File: config.mk
export PLATFORM = sky130hd
export DESIGN_NAME = rx_bufarea_ctrl
export DESIGN_NICKNAME = d
export VERILOG_FILES = /design/src/rtl/rx_buf_pkg.sv /design/src/rtl/rx_host_regs.sv /design/src/rtl/rx_ring_ptr.sv /design/src/rtl/rx_seq_ctr.sv /design/src/rtl/rx_bufarea_ctrl.sv
export SDC_FILE = /design/constraint.sdc
export NUM_CORES = 1
export LEC_CHECK = 0
export BUFFER_PORTS_ARGS = -buffer_cell sky130_fd_sc_hd__buf_4
export CORE_ASPECT_RATIO = 1.25
export CORE_UTILIZATION = 55
export DETAILED_ROUTE_END_ITERATION = 8
export PLACE_DENSITY = 0.82
export SLEW_MARGIN = 20
export SYNTH_ARGS = -nofsm -noshare
export SYNTH_HDL_FRONTEND = slang
export SYNTH_SLANG_ARGS = --single-unit
export TNS_END_PERCENT = 50
File: constraint.sdc
create_clock -name clk -period 4.3 [get_ports clk]
set_input_delay 0.645 -clock clk [delete_from_list [all_inputs] [get_ports clk]]
set_output_delay 0.645 -clock clk [all_outputs]
set_load 0.01 [all_outputs]
File: src/rtl/rx_buf_pkg.sv
package rx_buf_pkg;

  localparam int unsigned HALF_W = 16;
  localparam int unsigned SEL_W  = 3;
  localparam int unsigned CNT_W  = HALF_W / 2;

  typedef logic [HALF_W-1:0] half_t;

  typedef enum logic [SEL_W-1:0] {
    SEL_THRESH = 3'd0,
    SEL_UPPER  = 3'd1,
    SEL_START  = 3'd2,
    SEL_END    = 3'd3,
    SEL_RDPTR  = 3'd4,
    SEL_WRPTR  = 3'd5,
    SEL_SEQ    = 3'd6,
    SEL_NONE   = 3'd7
  } reg_sel_e;

  // Next frame must go to a new area when the threshold exceeds the free words.
  function automatic logic f_area_full(input half_t thresh, input half_t free_words);
    return thresh > free_words;
  endfunction

  // Descriptor size in bytes for the current memory width.
  function automatic half_t f_desc_step(input logic wide, input half_t narrow_b,
                                        input half_t wide_b);
    return wide ? wide_b : narrow_b;
  endfunction

  // Ring advance with wrap on reaching the end address.
  function automatic half_t f_ring_next(input half_t cur, input half_t first,
                                        input half_t last, input half_t step);
    half_t nxt;
    nxt = cur + step;
    return (nxt == last) ? first : nxt;
  endfunction

  // Sequence update after an area is taken: packet count clears, area count bumps.
  function automatic half_t f_seq_take(input half_t seq);
    return {seq[HALF_W-1:CNT_W] + 1'b1, {CNT_W{1'b0}}};
  endfunction

  // Sequence update after one more frame in the current area.
  function automatic half_t f_seq_pkt(input half_t seq);
    return {seq[HALF_W-1:CNT_W], seq[CNT_W-1:0] + 1'b1};
  endfunction

endpackage

File: src/rtl/rx_host_regs.sv
module rx_host_regs
  import rx_buf_pkg::*;
#(
  parameter logic [15:0] THRESH_RESET = 16'h02F8
) (
  input  logic                clk,
  input  logic                rst_n,
  input  logic                wide,
  input  logic                wr_en,
  input  logic [SEL_W-1:0]    sel,
  input  half_t               wr_data,
  input  half_t               rd_ptr,
  input  half_t               seq,
  output half_t               thresh,
  output half_t               upper,
  output half_t               ring_start,
  output half_t               ring_end,
  output half_t               wr_ptr,
  output half_t               rd_data
);

  localparam int unsigned NPTR = 3;
  localparam int unsigned WRP_IDX = 2;
  localparam logic [SEL_W-1:0] PTR_SEL [NPTR] = '{SEL_START, SEL_END, SEL_WRPTR};

  half_t                thresh_q;
  half_t                upper_q;
  logic [HALF_W-1:1]    ptr_q [NPTR];
  half_t                ptr_full [NPTR];
  half_t                rd_q;

  // Threshold: the only register here with a hardware reset value.
  always_ff @(posedge clk) begin
    if (!rst_n)
      thresh_q <= THRESH_RESET;
    else if (wr_en && sel == SEL_THRESH)
      thresh_q <= wr_data;
  end

  // Upper address half keeps its value across reset.
  always_ff @(posedge clk) begin
    if (wr_en && sel == SEL_UPPER)
      upper_q <= wr_data;
  end

  // Three pointer registers of identical shape; bit 0 is never stored.
  for (genvar g = 0; g < NPTR; g++) begin : g_ptr
    logic bit1_in;
    if (g == WRP_IDX) begin : g_wrp
      assign bit1_in = wide ? 1'b0 : wr_data[1];
    end else begin : g_other
      assign bit1_in = wr_data[1];
    end

    always_ff @(posedge clk) begin
      if (wr_en && sel == PTR_SEL[g])
        ptr_q[g] <= {wr_data[HALF_W-1:2], bit1_in};
    end

    assign ptr_full[g] = {ptr_q[g], 1'b0};
  end

  // Registered read port: data follows the select by one cycle.
  always_ff @(posedge clk) begin
    if (!rst_n) begin
      rd_q <= '0;
    end else begin
      unique case (reg_sel_e'(sel))
        SEL_THRESH: rd_q <= thresh_q;
        SEL_UPPER:  rd_q <= upper_q;
        SEL_START:  rd_q <= ptr_full[0];
        SEL_END:    rd_q <= ptr_full[1];
        SEL_RDPTR:  rd_q <= rd_ptr;
        SEL_WRPTR:  rd_q <= ptr_full[WRP_IDX];
        SEL_SEQ:    rd_q <= seq;
        SEL_NONE:   rd_q <= '0;
        default:    rd_q <= '0;
      endcase
    end
  end

  assign thresh     = thresh_q;
  assign upper      = upper_q;
  assign ring_start = ptr_full[0];
  assign ring_end   = ptr_full[1];
  assign wr_ptr     = ptr_full[WRP_IDX];
  assign rd_data    = rd_q;

endmodule

File: src/rtl/rx_ring_ptr.sv
module rx_ring_ptr
  import rx_buf_pkg::*;
#(
  parameter int unsigned NARROW_BYTES = 8,
  parameter int unsigned WIDE_BYTES   = 16
) (
  input  logic   clk,
  input  logic   wide,
  input  logic   host_wr,
  input  half_t  host_data,
  input  logic   advance,
  input  half_t  ring_start,
  input  half_t  ring_end,
  input  half_t  wr_ptr,
  output half_t  rd_ptr,
  output logic   ring_empty
);

  localparam half_t STEP_N = half_t'(NARROW_BYTES);
  localparam half_t STEP_W = half_t'(WIDE_BYTES);

  logic [HALF_W-1:1] rd_q;
  half_t             rd_full;
  half_t             rd_next;

  assign rd_full = {rd_q, 1'b0};
  assign rd_next = f_ring_next(rd_full, ring_start, ring_end,
                               f_desc_step(wide, STEP_N, STEP_W));

  // No hardware reset: the host programs the pointer before enabling receive.
  always_ff @(posedge clk) begin
    if (host_wr)
      rd_q <= host_data[HALF_W-1:1];
    else if (advance)
      rd_q <= rd_next[HALF_W-1:1];
  end

  assign rd_ptr     = rd_full;
  assign ring_empty = (rd_full == wr_ptr);

endmodule

File: src/rtl/rx_seq_ctr.sv
module rx_seq_ctr
  import rx_buf_pkg::*;
(
  input  logic   clk,
  input  logic   rst_n,
  input  logic   host_wr,
  input  half_t  host_data,
  input  logic   pkt_done,
  input  logic   area_take,
  output half_t  seq
);

  half_t seq_q;

  // Host write wins, then area take, then the per-frame count.
  always_ff @(posedge clk) begin
    if (!rst_n)
      seq_q <= '0;
    else if (host_wr)
      seq_q <= host_data;
    else if (area_take)
      seq_q <= f_seq_take(seq_q);
    else if (pkt_done)
      seq_q <= f_seq_pkt(seq_q);
  end

  assign seq = seq_q;

endmodule

File: src/rtl/rx_bufarea_ctrl.sv
module rx_bufarea_ctrl
  import rx_buf_pkg::*;
#(
  parameter logic [15:0] THRESH_RESET       = 16'h02F8,
  parameter int unsigned NARROW_DESC_BYTES  = 8,
  parameter int unsigned WIDE_DESC_BYTES    = 16
) (
  input  logic        clk,
  input  logic        rst_n,
  input  logic        wide_mode,
  input  logic        reg_we,
  input  logic [2:0]  reg_addr,
  input  logic [15:0] reg_wdata,
  output logic [15:0] reg_rdata,
  input  logic        pkt_end,
  input  logic [15:0] pkt_rem_words,
  output logic        fetch_req,
  input  logic        fetch_ack,
  output logic [31:0] fetch_addr,
  output logic        last_in_area,
  output logic        rsrc_exhausted
);

  // Named internal events, also observed by the bound checker.
  half_t thresh_w;
  half_t upper_w;
  half_t start_w;
  half_t end_w;
  half_t wrp_w;
  half_t rdp_w;
  half_t seq_w;
  logic  ring_empty_w;
  logic  need_new_w;
  logic  area_take_w;
  logic  host_wr_seq_w;
  logic  host_wr_rdp_w;
  logic  pending_q;
  logic  last_q;

  assign host_wr_seq_w = reg_we && (reg_addr == SEL_SEQ);
  assign host_wr_rdp_w = reg_we && (reg_addr == SEL_RDPTR);
  assign need_new_w    = pkt_end && f_area_full(thresh_w, pkt_rem_words);
  assign area_take_w   = fetch_req && fetch_ack;

  rx_host_regs #(
    .THRESH_RESET (THRESH_RESET)
  ) u_regs (
    .clk        (clk),
    .rst_n      (rst_n),
    .wide       (wide_mode),
    .wr_en      (reg_we),
    .sel        (reg_addr),
    .wr_data    (reg_wdata),
    .rd_ptr     (rdp_w),
    .seq        (seq_w),
    .thresh     (thresh_w),
    .upper      (upper_w),
    .ring_start (start_w),
    .ring_end   (end_w),
    .wr_ptr     (wrp_w),
    .rd_data    (reg_rdata)
  );

  rx_ring_ptr #(
    .NARROW_BYTES (NARROW_DESC_BYTES),
    .WIDE_BYTES   (WIDE_DESC_BYTES)
  ) u_ring (
    .clk        (clk),
    .wide       (wide_mode),
    .host_wr    (host_wr_rdp_w),
    .host_data  (reg_wdata),
    .advance    (area_take_w),
    .ring_start (start_w),
    .ring_end   (end_w),
    .wr_ptr     (wrp_w),
    .rd_ptr     (rdp_w),
    .ring_empty (ring_empty_w)
  );

  rx_seq_ctr u_seq (
    .clk       (clk),
    .rst_n     (rst_n),
    .host_wr   (host_wr_seq_w),
    .host_data (reg_wdata),
    .pkt_done  (pkt_end),
    .area_take (area_take_w),
    .seq       (seq_w)
  );

  // A new area stays pending from the overflowing frame end until taken.
  always_ff @(posedge clk) begin
    if (!rst_n) begin
      pending_q <= 1'b0;
      last_q    <= 1'b0;
    end else begin
      pending_q <= (pending_q && !area_take_w) || need_new_w;
      last_q    <= need_new_w;
    end
  end

  assign fetch_req      = pending_q && !ring_empty_w;
  assign rsrc_exhausted = pending_q && ring_empty_w;
  assign fetch_addr     = {upper_w, rdp_w};
  assign last_in_area   = last_q;

endmodule

# ---- Word level (Yosys, flattened, before mapping)
# Memories as Yosys holds them, arrays and structs flattened.
# Index checks and enable logic that the tools add are counted.
dict set report word_totals {
  output_inout_bits 51
  register_bits 81
  mem_bits_rw 45
  n_memories 1
  word_cells 64
}
# name words width rd rd_ports_with_merged_regs write_ports line
set memory_table {}
lappend memory_table {u_regs.ptr_q 3 15 3 0 1 rx_host_regs.sv:28} ;# logic [HALF_W-1:1] ptr_q [NPTR];
dict set report classes {
  n_reduce_logical 21
  n_lt_le_gt_ge 1
  add_sub_neg 3
  mux 21
  eq_ne 9
}
# op count
set op_table {}
lappend op_table {{$pmux 16 s8} 1}
lappend op_table {{$mux 15} 4}
lappend op_table {{$mux 16} 3}
lappend op_table {{$reduce_or 15->1} 2}
lappend op_table {{$add 16x16->16} 1}
lappend op_table {{$add 8x1->8 const B} 2}
lappend op_table {{$eq 16x16->1} 1}
lappend op_table {{$gt 16x16->1} 1}
lappend op_table {{$eq 15x15->1} 1}
lappend op_table {{$eq 3x3->1 const B} 4}
lappend op_table {{$logic_and 1x1->1} 12}
lappend op_table {{$mux 1} 9}
lappend op_table {{$mux 8} 1}
lappend op_table {{$eq 3x2->1 const B} 2}
lappend op_table {{$mux 5} 1}
lappend op_table {{$mux 2} 2}
lappend op_table {{$reduce_bool 2->1} 2}
lappend op_table {{$eq 3x1->1 const B} 1}
lappend op_table {{$logic_not 3->1} 1}
lappend op_table {{$reduce_bool 3->1} 1}
lappend op_table {{$logic_not 1->1} 2}
lappend op_table {{$logic_or 1x1->1} 1}

# ---- Longest topological paths before layout
# An unclocked memory read counts as a cell.
dict set report logic_depth {
  ltp_word 8
  mapped_depth 12
  ltp_nobuf 11
}

# ---- Cells and area by module
# Synthesis repeated with hierarchy kept, for this count alone.
dict set report unflattened {
  cells_unflattened 705
  hier_area_um2 7178.1
}
# module n_inst seq_area_each_um2 area_per_inst_um2 cells_each
set by_module_without_submodules {}
lappend by_module_without_submodules {rx_host_regs 1 2472.4 3828.7 312}
lappend by_module_without_submodules {rx_ring_ptr 1 450.4 1886.8 208}
lappend by_module_without_submodules {rx_seq_ctr 1 320.3 903.4 111}
lappend by_module_without_submodules {rx_bufarea_ctrl 1 40.0 559.3 74}

# ---- Least setup slack after synthesis
# OpenSTA, ideal clock, no wires.
dict set report synth_path {
  path_kind {in2reg}
  start {in wide_mode}
  end {reg u_ring.rd_q[3] (netlist bit), data pin}
  arrival_time_ns 3.202
  path_stages 12
  setup_slack_ns 0.828
  setup_time_ns 0.270
  required_ns 4.030
  n_path_buf 1
  cell_sequence {inv_1 -> ha_1 -> inv_1 -> fa_1 -> and2b_1 -> a311oi_2 -> a2111oi_4 -> nand4_2 -> nor4_4 -> buf_6 -> mux2i_1 -> a21oi_1}
}
dict set report synth_between {
  elab_chain_cells 6
}
# element line
set synth_rtl {}
lappend synth_rtl {{start: declaration} rx_bufarea_ctrl.sv:10} ;# input logic wide_mode,
lappend synth_rtl {{$mux 5 (*)} rx_buf_pkg.sv:28} ;# return wide ? wide_b : narrow_b;
lappend synth_rtl {{$add 16x16->16 (*)} rx_buf_pkg.sv:35} ;# nxt = cur + step;
lappend synth_rtl {{$eq 16x16->1} rx_buf_pkg.sv:36} ;# return (nxt == last) ? first : nxt;
lappend synth_rtl {{$mux 16 (*)} rx_buf_pkg.sv:36}
lappend synth_rtl {{$mux 15 (*)} rx_ring_ptr.sv:34} ;# else if (advance)
lappend synth_rtl {{$mux 15 (*)} rx_ring_ptr.sv:32} ;# if (host_wr)
lappend synth_rtl {{end signal: assignment} rx_ring_ptr.sv:33} ;# rd_q <= host_data[HALF_W-1:1];
lappend synth_rtl {{end signal: assignment} rx_ring_ptr.sv:35} ;# rd_q <= rd_next[HALF_W-1:1];
lappend synth_rtl {{end: declaration} rx_ring_ptr.sv:22} ;# logic [HALF_W-1:1] rd_q;
# Every way passes the cells marked *; elsewhere a longest branch is shown, timed or not. The select of a mux whose other input is x is not followed.
# A chain may end at the register's enable or synchronous reset.

# ---- Worst setup path after layout
dict set report layout_path {
  start {in wide_mode}
  end {reg u_ring.rd_q[5] (netlist bit), data pin}
}
# Same word-level chain as after synthesis.

==> flow_metrics.py <==
metrics = {
    "routing": {
        "initialDrtViolationCount": 559,
        "remaining_drc_errors": 0,
        "ant_nets": 0,
        "vias": 5629,
        "vias_per_cell": 6.11,
        "drtPass1Iterations": 5,
        "routed_wl_um": 18800,
        "wl_per_cell_um": 20.4,
    },
    "clocking": {
        "cts-root-buf": "clkbuf_16",
        "tritoncts": "done",
        "h-tree-depth": 4,
        "clk_latency_ns": 0.42,
        "cts_setup_buffers": 0,
        "cts.sinks": 126,
        "ctsResizeCount": 0,
        "clock_path_buffers": 2,
        "ctsHoldBuffers": 0,
        "cts_buffers": 17,
        "clkTransAtPathRegs_ns": 0.06,
    },
    "die": {
        "die_height_um": 126,
        "dieWidth_um": 101,
        "start_util_pct": 57.0,
        "die_area_mm2": 0.0127,
        "rows": 44,
        "core-area_mm2": 0.0118,
        "io_pins": 92,
    },
    "critical_path": {
        "rr_worst_depth": 11,
        "cp_top_family": "simple AND/OR/NAND/NOR gates",
        "startpoint": "wide_mode",
        "startpoint_type": "input pin",
        "critPathMaxFanout": 11,
        "worstPathRequired_ns": 4.47,
        "critPathKind": "input pin to flip-flop",
        "path_depth": 13,
        "cp_num_buf_inv": 4,
        "rr_startpoint": "u_ring.rd_q[3]",
        "path_cells": "buf_4, inv_1, ha_1, inv_1, fa_1, nand2b_1, nor3_1, xor2_1, a211o_1, nor4_4, buf_4, mux2i_1, mux2_2",
        "slowest_stage": "fa_1",
        "cp.arrival_ns": 3.47,
        "cp-end-kind": "flip-flop",
        "cp_slowest_stage_delay_ns": 0.46,
    },
    "pwr": {
        "vdd_ir_drop_max_mv": 0.204,
        "netSwitchingFraction_pct": 24.4,
        "clockPowerShare_pct": 45.7,
        "p_switching_mw": 0.748,
        "seq_power_share_pct": 44.5,
        "leakage_nw": 3.23,
        "pwr_density_cell_mw_per_mm2": 380,
        "combPwrFrac_pct": 9.8,
        "p_int_mw": 2.31,
    },
    "final_layout": {
        "nNetsFinal": 810,
        "drive_gt1_share_pct": 19.4,
        "diodes": 0,
        "area_growth_pct": 20.0,
        "final_core_util_pct": 68.4,
    },
    "placement": {
        "gp_congestion": 0.956,
        "io_buffers": 90,
        "dp_hpwl_um": 13300,
    },
    "synth": {
        "synthTopCellsByCount": "nand2_1 (91), edfxtp_1 (76), a21oi_1 (52), dfxtp_1 (50), o21ai_0 (38)",
        "yosysTopAreaCellShare_pct": 34.0,
        "synth_async_sr_flop_share_pct": 0,
        "synth.ff_latch_count": 126,
        "synth_edf_count": 76,
        "yosys-top-cells-area": "edfxtp_1 (34%), dfxtp_1 (15%), mux2i_1 (5.2%)",
        "syn-num-nets": 733,
        "synth.most_common_cell": "nand2_1",
        "synth.avg_cell_area_um2": 10.0,
        "synthFlopType": "edfxtp_1",
        "synth_area_leader_cell": "edfxtp_1",
        "ys_warn_count": 0,
        "synthesis.instances": 671,
        "syn_area_mm2": 0.00672,
        "ys_types": 64,
        "seq_area_frac_synth_pct": 48.9,
    },
    "timing": {
        "hold_viol_final": 0,
        "clock_skew_ns": 0.00507,
        "rsz0062_at_grt": "false",
        "fmax_mhz": 303,
        "worst_slew_pin_slew_ns": 0.784,
        "fin_hold_ws_ns": 0.424,
        "maxSlewViolCount": 0,
        "fin_crit_sh_pct": 76.8,
        "setup_viol": 0,
        "period_needed_ns": 3.30,
        "final.setup.tns_ns": 0,
        "maxSlewHeadroom_pct": 47.6,
    },
    "min_path": {
        "hold_depth": 1,
        "min_from": "reg_wdata[0]",
        "min_path_type": "input pin to flip-flop",
    },
    "global_route": {
        "grt_max_degree": 37,
        "antenna_found_initial": 0,
        "grt.total_usage_pct": 30.9,
        "grt_pass1_wl_um": 29300,
        "grt_remaining_overflow": 0,
        "grt_pass1_vias": 5486,
    },
    "outcome": {
        "run_status": "completed",
    },
    "run": {
        "drv_cap": 0,
    },
}
==> cells in the final DEF (no fill, tap or decap), types with 6 or more instances in the layout <==
master and instances:
a21oi_1 52, a22oi_1 6, and2_1 6, buf_4 98, clkbuf_16 18, dfxtp_1 50
edfxtp_1 76, ha_1 20, inv_1 36, mux2i_1 35, nand2_1 91, nand2b_1 6
nand3_1 25, nand4_1 8, nor2_1 32, nor2b_1 6, nor3_1 7, nor4_1 8
o21ai_0 38, o21ai_1 10, xnor2_1 29, xor2_1 21
==> registers in the layout, indices dropped and copies added (netlist names) <==
signal          count
u_regs.rd_data     16
u_regs.upper       16
u_ring.rd_q        15
u_seq.seq          16
u_regs.thresh      16
u_regs.ptr_q       45
pending_q           1
last_in_area        1
==> final timing paths <==
check | end | slack, ns
setup / recovery | u_ring.rd_q[5] | 1.0
hold / removal | u_regs.upper[0] | 0.42
setup reg to reg | u_ring.rd_q[5] | 1.01
hold reg to reg | u_regs.thresh[0] | 0.47
==> power groups by stage <==
stage	Sequential, mW	Clock, mW	Combinational, mW
2_1_floorplan	1.38	0	0.167
3_3_place_gp	1.38	0	0.283
3_5_place_dp	1.38	0	0.292
4_1_cts	1.36	1.40	0.296
5_1_grt	1.37	1.46	0.322
6_report	1.36	1.40	0.299
==> metal layers <==
metal  vias to the layer above  wire length (um)  GRT usage (%)
met3                        44              1580           5.70
met4                         0               518           12.8
li1                       2556                 -              -
met2                       344              9390           50.4
met5                         -                 0              0
met1                      2685              7340           40.5
==> per-stage QoR <==
stage	area, um2	power [mW]	setup WS, ns	cells
after floorplan	6720	1.55	0.828	671
after global placement	7470	1.67	0.716	890
after CTS	8060	3.06	1.02	922
after detailed placement	7480	1.68	0.619	890
after global routing	8060	3.15	0.817	922
final	8060	3.06	0.997	922
==> final cells by class <==
cell class                 count  area (um2)
timing repair buffer          98         736
fill                         879        3720
inverter                      37         139
tap                          161         201
sequential                   126        3280
multi-input combinational    468        3120
clock inverter                12         104
clock buffer                  20         478
==> cell families (layout without fill, tap and decap cells) <==
logic type,after synthesis,count (layout),share of synthesized area (%)
simple gates,207,207,14.6
other cells,1,1,0.0558
flops,126,126,48.9
xor+xnor,51,51,6.85
buf+inv,77,167,4.82
compound gates,146,146,13.5
fa+ha+maj,21,21,4.02
mux,42,42,7.23
No activity file was read; power rests on OpenSTA's default activity.
